$ cat config.mk
export PLATFORM = sky130hd
export DESIGN_NAME = wide_wr_gather
export DESIGN_NICKNAME = d
export VERILOG_FILES = /design/src/rtl/wide_wr_gather.sv
export SDC_FILE = /design/constraint.sdc
export NUM_CORES = 1
export LEC_CHECK = 0
export BUFFER_PORTS_ARGS = -buffer_cell sky130_fd_sc_hd__buf_2
export CAP_MARGIN = 0
export CELL_PAD_IN_SITES_DETAIL_PLACEMENT = 0
export CELL_PAD_IN_SITES_GLOBAL_PLACEMENT = 1
export CORE_MARGIN = 4
export CORE_UTILIZATION = 40
export CTS_BUF_LIST = sky130_fd_sc_hd__clkbuf_8
export CTS_CLUSTER_SIZE = 25
export DETAILED_ROUTE_END_ITERATION = 8
export PLACE_DENSITY = 0.78
export REMOVE_ABC_BUFFERS = 1
export SYNTH_ARGS = -nofsm -noshare
export SYNTH_HDL_FRONTEND = slang
export SYNTH_SLANG_ARGS = --single-unit
$ cat constraint.sdc
create_clock -name clk -period 2.5 [get_ports clk]
set_input_delay 0.125 -clock clk [delete_from_list [all_inputs] [get_ports clk]]
set_output_delay 0.125 -clock clk [all_outputs]
set_load 0.01 [all_outputs]
$ cat src/rtl/wide_wr_gather.sv
module wide_wr_gather #(
  parameter int AW         = 20,
  parameter int PAGE_BITS  = 13,
  parameter int WIDE_BASE  = 'h800,
  parameter int DESC_A     = 'h830,
  parameter int DESC_B     = 'hA10,
  parameter int TIMER_OFF  = 'h420
) (
  input  logic           clk,
  input  logic           rst_n,
  input  logic           wr_en,
  input  logic [AW-1:0]  wr_addr,
  input  logic [31:0]    wr_data,
  output logic           cm_vld,
  output logic [1:0]     cm_size,
  output logic [AW-1:0]  cm_addr,
  output logic [127:0]   cm_data
);
  localparam int PB = PAGE_BITS;
  localparam logic [PB-1:0] DA = PB'(DESC_A);
  localparam logic [PB-1:0] DB = PB'(DESC_B);
  localparam logic [PB-1:0] TO = PB'(TIMER_OFF);
  localparam logic [PB-1:0] WB = PB'(WIDE_BASE);

  logic [3:0][31:0] buf_q;
  logic [3:0]       vld_q;
  logic [AW-1:0]    tag_q;

  wire          in_mem  = wr_addr[AW-1];
  wire [PB-1:0] off     = wr_addr[PB-1:0];
  wire          page0   = (wr_addr[AW-2:PB] == '0);
  wire          is_desc = !in_mem && (off[PB-1:4] == DA[PB-1:4] || off[PB-1:4] == DB[PB-1:4]);
  wire          is_wide = !in_mem && (off >= WB);
  wire          is_tmr  = !in_mem && page0 && (off[PB-1:2] == TO[PB-1:2]);
  wire [AW-1:0] base    = in_mem ? {wr_addr[AW-1:3], 3'b0} : {wr_addr[AW-1:4], 4'b0};
  wire [1:0]    idx     = in_mem ? {1'b0, wr_addr[2]} : wr_addr[3:2];
  wire          held    = |vld_q;
  wire          hit     = held && (tag_q == base);
  wire [3:0]    sel     = 4'b0001 << idx;
  wire [3:0]    nv      = (hit ? vld_q : 4'b0) | sel;
  wire [3:0]    need    = in_mem ? 4'b0011 : 4'b1111;
  wire          full    = ((nv & need) == need);

  logic [127:0] merged;
  always_comb begin
    for (int i = 0; i < 4; i++)
      merged[32*i +: 32] = sel[i] ? wr_data : ((hit && vld_q[i]) ? buf_q[i] : 32'h0);
  end

  always_ff @(posedge clk) begin
    if (!rst_n) begin
      vld_q   <= '0;
      tag_q   <= '0;
      buf_q   <= '0;
      cm_vld  <= 1'b0;
      cm_size <= 2'd0;
      cm_addr <= '0;
      cm_data <= '0;
    end else begin
      cm_vld <= 1'b0;
      if (wr_en) begin
        if (!in_mem && !is_wide) begin
          cm_vld  <= 1'b1;
          cm_size <= 2'd0;
          cm_addr <= {wr_addr[AW-1:2], 2'b0};
          cm_data <= {96'h0, wr_data};
          if (is_tmr) vld_q <= '0;
        end else if (is_desc) begin
          if (idx == 2'd3) begin
            cm_vld  <= 1'b1;
            cm_size <= 2'd2;
            cm_addr <= base;
            cm_data <= {wr_data, (hit && vld_q[2:0] == 3'b111) ? merged[95:0] : 96'h0};
            if (hit) vld_q <= '0;
          end else if (!held || hit) begin
            buf_q[idx] <= wr_data;
            vld_q      <= nv;
            tag_q      <= base;
          end
        end else if (full) begin
          cm_vld  <= 1'b1;
          cm_size <= in_mem ? 2'd1 : 2'd2;
          cm_addr <= base;
          cm_data <= merged;
          vld_q   <= '0;
        end else begin
          buf_q[idx] <= wr_data;
          vld_q      <= nv;
          tag_q      <= base;
        end
      end
    end
  end


  commit_has_cause_chk: assert property (@(posedge clk) disable iff (!rst_n)
    cm_vld |-> $past(wr_en));

  early_commit_chk: assert property (@(posedge clk) disable iff (!rst_n)
    (wr_en && (is_wide || in_mem) && !is_desc && !full) |=> !cm_vld);

  desc_top_commit_chk: assert property (@(posedge clk) disable iff (!rst_n)
    (wr_en && is_desc && idx == 2'd3) |=> (cm_vld && cm_size == 2'd2));

  desc_drop_chk: assert property (@(posedge clk) disable iff (!rst_n)
    (wr_en && is_desc && idx != 2'd3 && held && !hit) |=> ($stable(vld_q) && $stable(tag_q) && !cm_vld));

  timer_clear_chk: assert property (@(posedge clk) disable iff (!rst_n)
    (wr_en && is_tmr) |=> (vld_q == 4'b0 && cm_vld));

  mem_slots_chk: assert property (@(posedge clk) disable iff (!rst_n)
    (held && tag_q[AW-1]) |-> (vld_q[3:2] == 2'b00));
endmodule

### Yosys cells after proc, flatten, opt, wreduce, memory -nomap -nowiden

Index checks and enable logic that the tools add are counted.
W data, S select, Z words.

* multiplexer cells: 48
* reduce and logical (&&, ||, !) cells: 24
* eq/ne operators: 14
* bitwise logic cells: 3
* magnitude comparators: 3
* shifts and indexed selects: 1

Operator list (number)
* $mux W128: 8
* $mux W32: 9
* $mux W20: 9
* $bwmux W128: 1
* $mux W96: 1
* $demux W32 S2: 1
* $mux W4: 9
* $eq A20 B20 Y1: 1
* $eq A9 B8 Y1 const B: 2
* $ge A13 B12 Y1 const B: 1
* $logic_and A1 B1 Y1: 12
* $mux W2: 6
* $eq A11 B9 Y1 const B: 1
* $logic_not A6 Y1: 1
* $ne A2 B2 Y1 const B: 3
* $reduce_and A5 Y1: 1
* $and A4 B4 Y4: 1
* $eq A4 B4 Y1: 1
* $mux W1: 4
* $ne A4 B1 Y1 const B: 1
* $ne A4 B4 Y1 const B: 1
* $or A4 B4 Y4: 1
* $reduce_and A4 Y1: 1
* $reduce_or A4 Y1: 1
* other kinds (13): 16

* word-level logic and storage cells: 103
* bits in registers: 303
* bits of input ports: 55

### Depth between registers and ports, before layout

* depth in word-level cells: 10
* mapped depth: 11
* mapped depth without buffers: 6

### Least setup slack after synthesis

Ideal clock, no wire load.

* kind: reg2reg
* from: reg tag_q[17]
* to: reg cm_data[35]
* slack: -0.044 ns
* setup time: 0.059 ns
* arrival: 2.486 ns
* required time: 2.441 ns
* clock period less this slack: 2.544 ns
* buffers on the path: 2
* stages on the path, launching flop included: 9
* path through: dfxtp_1 > xor2_1 > nor4_2 > nand3_1 > o41a_1 > buf_6 > a2111oi_4 > buf_6 > a22o_1

* word-level cells in the longest chain between the ends: 9

RTL lines
* start: declaration: RTL line 27 `logic [AW-1:0] tag_q;`
* start signal: assignment: RTL line 78 `tag_q <= base;`
* start signal: assignment: RTL line 89 `tag_q <= base;`
* $eq A20 B20 Y1 *: RTL line 38 `wire hit = held && (tag_q == base);`
* $logic_and A1 B1 Y1 *: RTL line 38
* parallel branches: the longest is 7 deep, another holds $mux W4
* end signal: assignment: RTL line 66 `cm_data <= {96'h0, wr_data};`
* end signal: assignment: RTL line 73 `cm_data <= {wr_data, (hit && vld_q[2:0] == 3'b111) ? merged[95:0] : 96'h0};`
* end signal: assignment: RTL line 84 `cm_data <= merged;`
* end: declaration: RTL line 17 `output logic [127:0] cm_data`

Every way passes the cells marked *. The select of a mux whose other input is x is not followed.
A chain may end at the register's enable or synchronous reset.

### Worst setup path after layout

* from: reg tag_q[17]
* to: reg cm_data[65]

The elaborated chain is that of the path after synthesis.

==> impl_results.md <==
* Post-route non-filler standard cell count at 1935
* Synth async-reset ratio at 0
* Full die area at 0.0331 mm^2
* Number of global-route vias before repair at 10700
* Largest vdd supply drop at 0.000469 V
* Clock Skews at approximately 0.035 ns
* Flip-flop and latch count after synthesis at 298
* Clock transition at the register clock pins on the worst setup and hold paths after CTS at 0.06 ns
* Pin count of the biggest net entering global routing at 95
* Static Leakage at a little under 7 nW
* H-tree depth reported by CTS at 2
* Top flip-flop cell by instance count after synthesis: sky130_fd_sc_hd__dfxtp_1
* Highest Clock Rate at 0.404 GHz
* Sequential share of the synthesized area at 0.493
* Total Routing Usage GR at 0.225
* Layout cells sized above 1 at 0.289
* Iter 0 DRT Violations at 723
* Diodes inserted at 0
* Placed Cells at 1765
* Share of Yosys cell area claimed by the top area cell type at 0.493
* CP Class: flip-flop to flip-flop
* Reg-to-Reg End: cm_data[65]
* DRC Markers at 0
* Final worst-path cycle share at 0.990
* I/O pin count at 206
* Kind of end point of the critical path: flip-flop
* Mean number of vias per cell at around 5.6
* Number of violations of the max-capacitance limit at 0
* Unrepaired setup endpoints after global routing: yes
* Filler cells at 2646
* Synth cell types at 55
* Area delta synth->final at 36.4%
* Post-route antenna net violation count at 0
* Worst Reg-to-Reg Cells at 10
* Input/output buffers at 201
* Required time at the worst-slack endpoint at 2.96 ns
* Hold-critical path depth at 3
* Final HPWL DP at 23800 um
* Chip Height at 182 um
* # nets final at 1564
* Antenna violations before repair at 0
* Clock tree root driver cell: sky130_fd_sc_hd__clkbuf_8
* Routability cong. at 0.866
* Clock latency on the worst-skew pair at 0.58 ns
* Summed instance area of the synthesized netlist at around 0.012 mm^2
* Number of enable-type register cells in the synthesized netlist at 0
* Syn_area_per_cell at 9.86 um^2
* Length of the first detailed-routing pass in iterations at 5
* Nature of the critical path startpoint: flip-flop
* CTS Buf Count at 50
* Result of the run: completed
* Clock period minus worst slack at 2.47 ns
* Top cell type by total area after synthesis: sky130_fd_sc_hd__dfxtp_1
* Reg2reg setup slack at 0.03 ns
* Biggest fanout along the worst timing path at 36
* Average routed wire per standard cell at 21.6 um
* Sink Count at 298
* Count of yosys warnings during synthesis at 0
* Gr ovfl total at 0
* Maximum clock path buffer count at 3
* Via count at 10900
* Worst slew slack as a fraction of its limit at 0.554
* Worst setup slack after placement at -0.00841 ns
* Endpoint of the worst setup timing path: cm_data[65]
* Area inside the core boundary at 0.0297 mm^2
* Total power per unit cell area at 615 mW/mm^2
* Final Max Slew Viols at 0
* Cell count after synthesis at 1228
* Worst Tran Pin Value at 0.669 ns
* Synth area leaders: sky130_fd_sc_hd__dfxtp_1, sky130_fd_sc_hd__a22o_1, sky130_fd_sc_hd__mux2i_1
* HP Class: input port to flip-flop
* Endpoints failing hold at 0
* Worst setup path startpoint: tag_q[17]
* Worst Setup Slack, final at 0.0255 ns
* Global-route wire length before repair at 60800 um
* Count of standard-cell rows at 63
* Data arrival at the endpoint of the critical path at 2.93 ns
* DIE WIDTH at 182 um
* Setup violators final at 0
* Initial Util at 0.408
* Worst reg2reg path startpoint: tag_q[17]
* DRT Wirelength at 41900 um
* CTS tree: built
-- registers in the layout, summed over array words and instances (netlist names) --
register / count
buf_q: 128
tag_q: 17
cm_vld: 1
cm_data: 128
vld_q: 4
cm_size: 2
cm_addr: 18
-- per-layer routing --
metal,vias to the layer above,routed length (um),part of all wire,global-route usage
met5,-,0,0,0
li1,5135,-,-,-
met2,369,19900,0.47,0.378
met3,84,2490,0.059,0.0367
met1,5296,18400,0.44,0.299
met4,0,1180,0.028,0.0684
-- worst min path at each step --
stage | start | to
after floorplan | wr_addr[10] | tag_q[10]
after global placement | wr_addr[14] | tag_q[14]
after detailed placement | wr_addr[14] | tag_q[14]
after CTS | wr_addr[11] | tag_q[11]
after global routing | wr_addr[11] | tag_q[11]
final | wr_addr[11] | tag_q[11]
-- worst max-delay path, stage by stage (launching register included) --
cell and delay (ns):
sky130_fd_sc_hd__dfxtp_2 0.33, sky130_fd_sc_hd__xor2_2 0.14, sky130_fd_sc_hd__nor4_2 0.29, sky130_fd_sc_hd__nand3_1 0.20, sky130_fd_sc_hd__buf_6 0.19, sky130_fd_sc_hd__o41ai_4 0.33
sky130_fd_sc_hd__buf_6 0.17, sky130_fd_sc_hd__o31ai_4 0.08, sky130_fd_sc_hd__buf_12 0.16, sky130_fd_sc_hd__clkbuf_16 0.20, sky130_fd_sc_hd__a22o_1 0.26
-- per-stage QoR --
step / power (mW) / setup TNS (ns) / cell area (um^2) / hold WS, ns / utilization
floorplan: 5.48 / -622.93 / 11600 / 0.251 / -
global placement: 5.91 / -0.215 / 13900 / 0.398 / 0.468
detailed placement: 5.92 / -0.0491 / 13900 / 0.403 / 0.468
CTS: 10.1 / 0 / 15400 / 0.00144 / 0.518
global route: 10.5 / -9.70 / 16500 / 0.0248 / 0.556
finish: 10.2 / 0 / 16500 / 0.0410 / 0.556
-- cell usage in the layout, fill, tap and decap left out, types with 22 or more instances in the layout --
cell,instances
sky130_fd_sc_hd__a221oi_1,41
sky130_fd_sc_hd__a221oi_2,22
sky130_fd_sc_hd__a22o_1,130
sky130_fd_sc_hd__a22oi_1,33
sky130_fd_sc_hd__buf_2,200
sky130_fd_sc_hd__buf_4,40
sky130_fd_sc_hd__clkbuf_8,58
sky130_fd_sc_hd__dfxtp_1,295
sky130_fd_sc_hd__dlygate4sd3_1,50
sky130_fd_sc_hd__inv_1,56
sky130_fd_sc_hd__mux2i_1,111
sky130_fd_sc_hd__nand2_1,202
sky130_fd_sc_hd__nand3_1,36
sky130_fd_sc_hd__o21ai_0,41
-- cell families (layout without fill, tap and decap cells) --
family / count (synthesis) / in the layout / synth area share
mux: 112 / 112 / 0.0927
compound gates: 353 / 353 / 0.239
simple gates: 293 / 293 / 0.107
flops: 298 / 298 / 0.493
buf+inv: 154 / 470 / 0.0557
other cells: 1 / 2 / 0.000310
xor+xnor: 17 / 17 / 0.0123
-- Yosys cell counts (3+ instances only) --
master and n:
sky130_fd_sc_hd__a22oi_1 33, sky130_fd_sc_hd__a21oi_1 8, sky130_fd_sc_hd__a32o_1 19, sky130_fd_sc_hd__inv_1 33
sky130_fd_sc_hd__buf_2 20, sky130_fd_sc_hd__o21ai_1 3, sky130_fd_sc_hd__clkbuf_1 88, sky130_fd_sc_hd__nor4_1 4
sky130_fd_sc_hd__a22o_1 130, sky130_fd_sc_hd__a221oi_1 64, sky130_fd_sc_hd__o2111ai_1 3, sky130_fd_sc_hd__nand4_1 6
sky130_fd_sc_hd__o2bb2ai_1 32, sky130_fd_sc_hd__nand3_1 37, sky130_fd_sc_hd__xor2_1 16, sky130_fd_sc_hd__nor2_1 8
sky130_fd_sc_hd__buf_6 8, sky130_fd_sc_hd__o21ai_0 41, sky130_fd_sc_hd__buf_4 3, sky130_fd_sc_hd__nor4_2 3
sky130_fd_sc_hd__mux2i_1 111, sky130_fd_sc_hd__nor3_1 13, sky130_fd_sc_hd__dfxtp_1 298, sky130_fd_sc_hd__a21o_1 3
sky130_fd_sc_hd__nand2_1 203, sky130_fd_sc_hd__nor2b_1 3
-- layout make-up --
class,count,area (um^2),area share
clock buffers,58,798,0.0483
multi-input cells,777,6160,0.373
clock inverters,30,155,0.00939
repair buffers,347,2820,0.171
inverters,35,131,0.00795
flip-flops and latches,298,5970,0.361
well taps,390,488,0.0295
-- power by group --
group	switching, mW	leakage [nW]	internal, mW
Combinational	0.622	3.83	0.428
Sequential	0.0734	2.42	4.87
Clock	1.96	0.575	2.21
Total	2.65	6.83	7.51
-- what timing repair did --
action / 4_1_cts / 5_1_grt
setup buffers: 1 / 12
pin swaps: 1 / 50
resized for setup: 1 / 106
cloned: 0 / 20
setup endpoints to repair: 78 / 162
hold buffers: 50 / 0
endpoints found under the hold margin: 286 / 0
(Power assumes the default switching activity.)
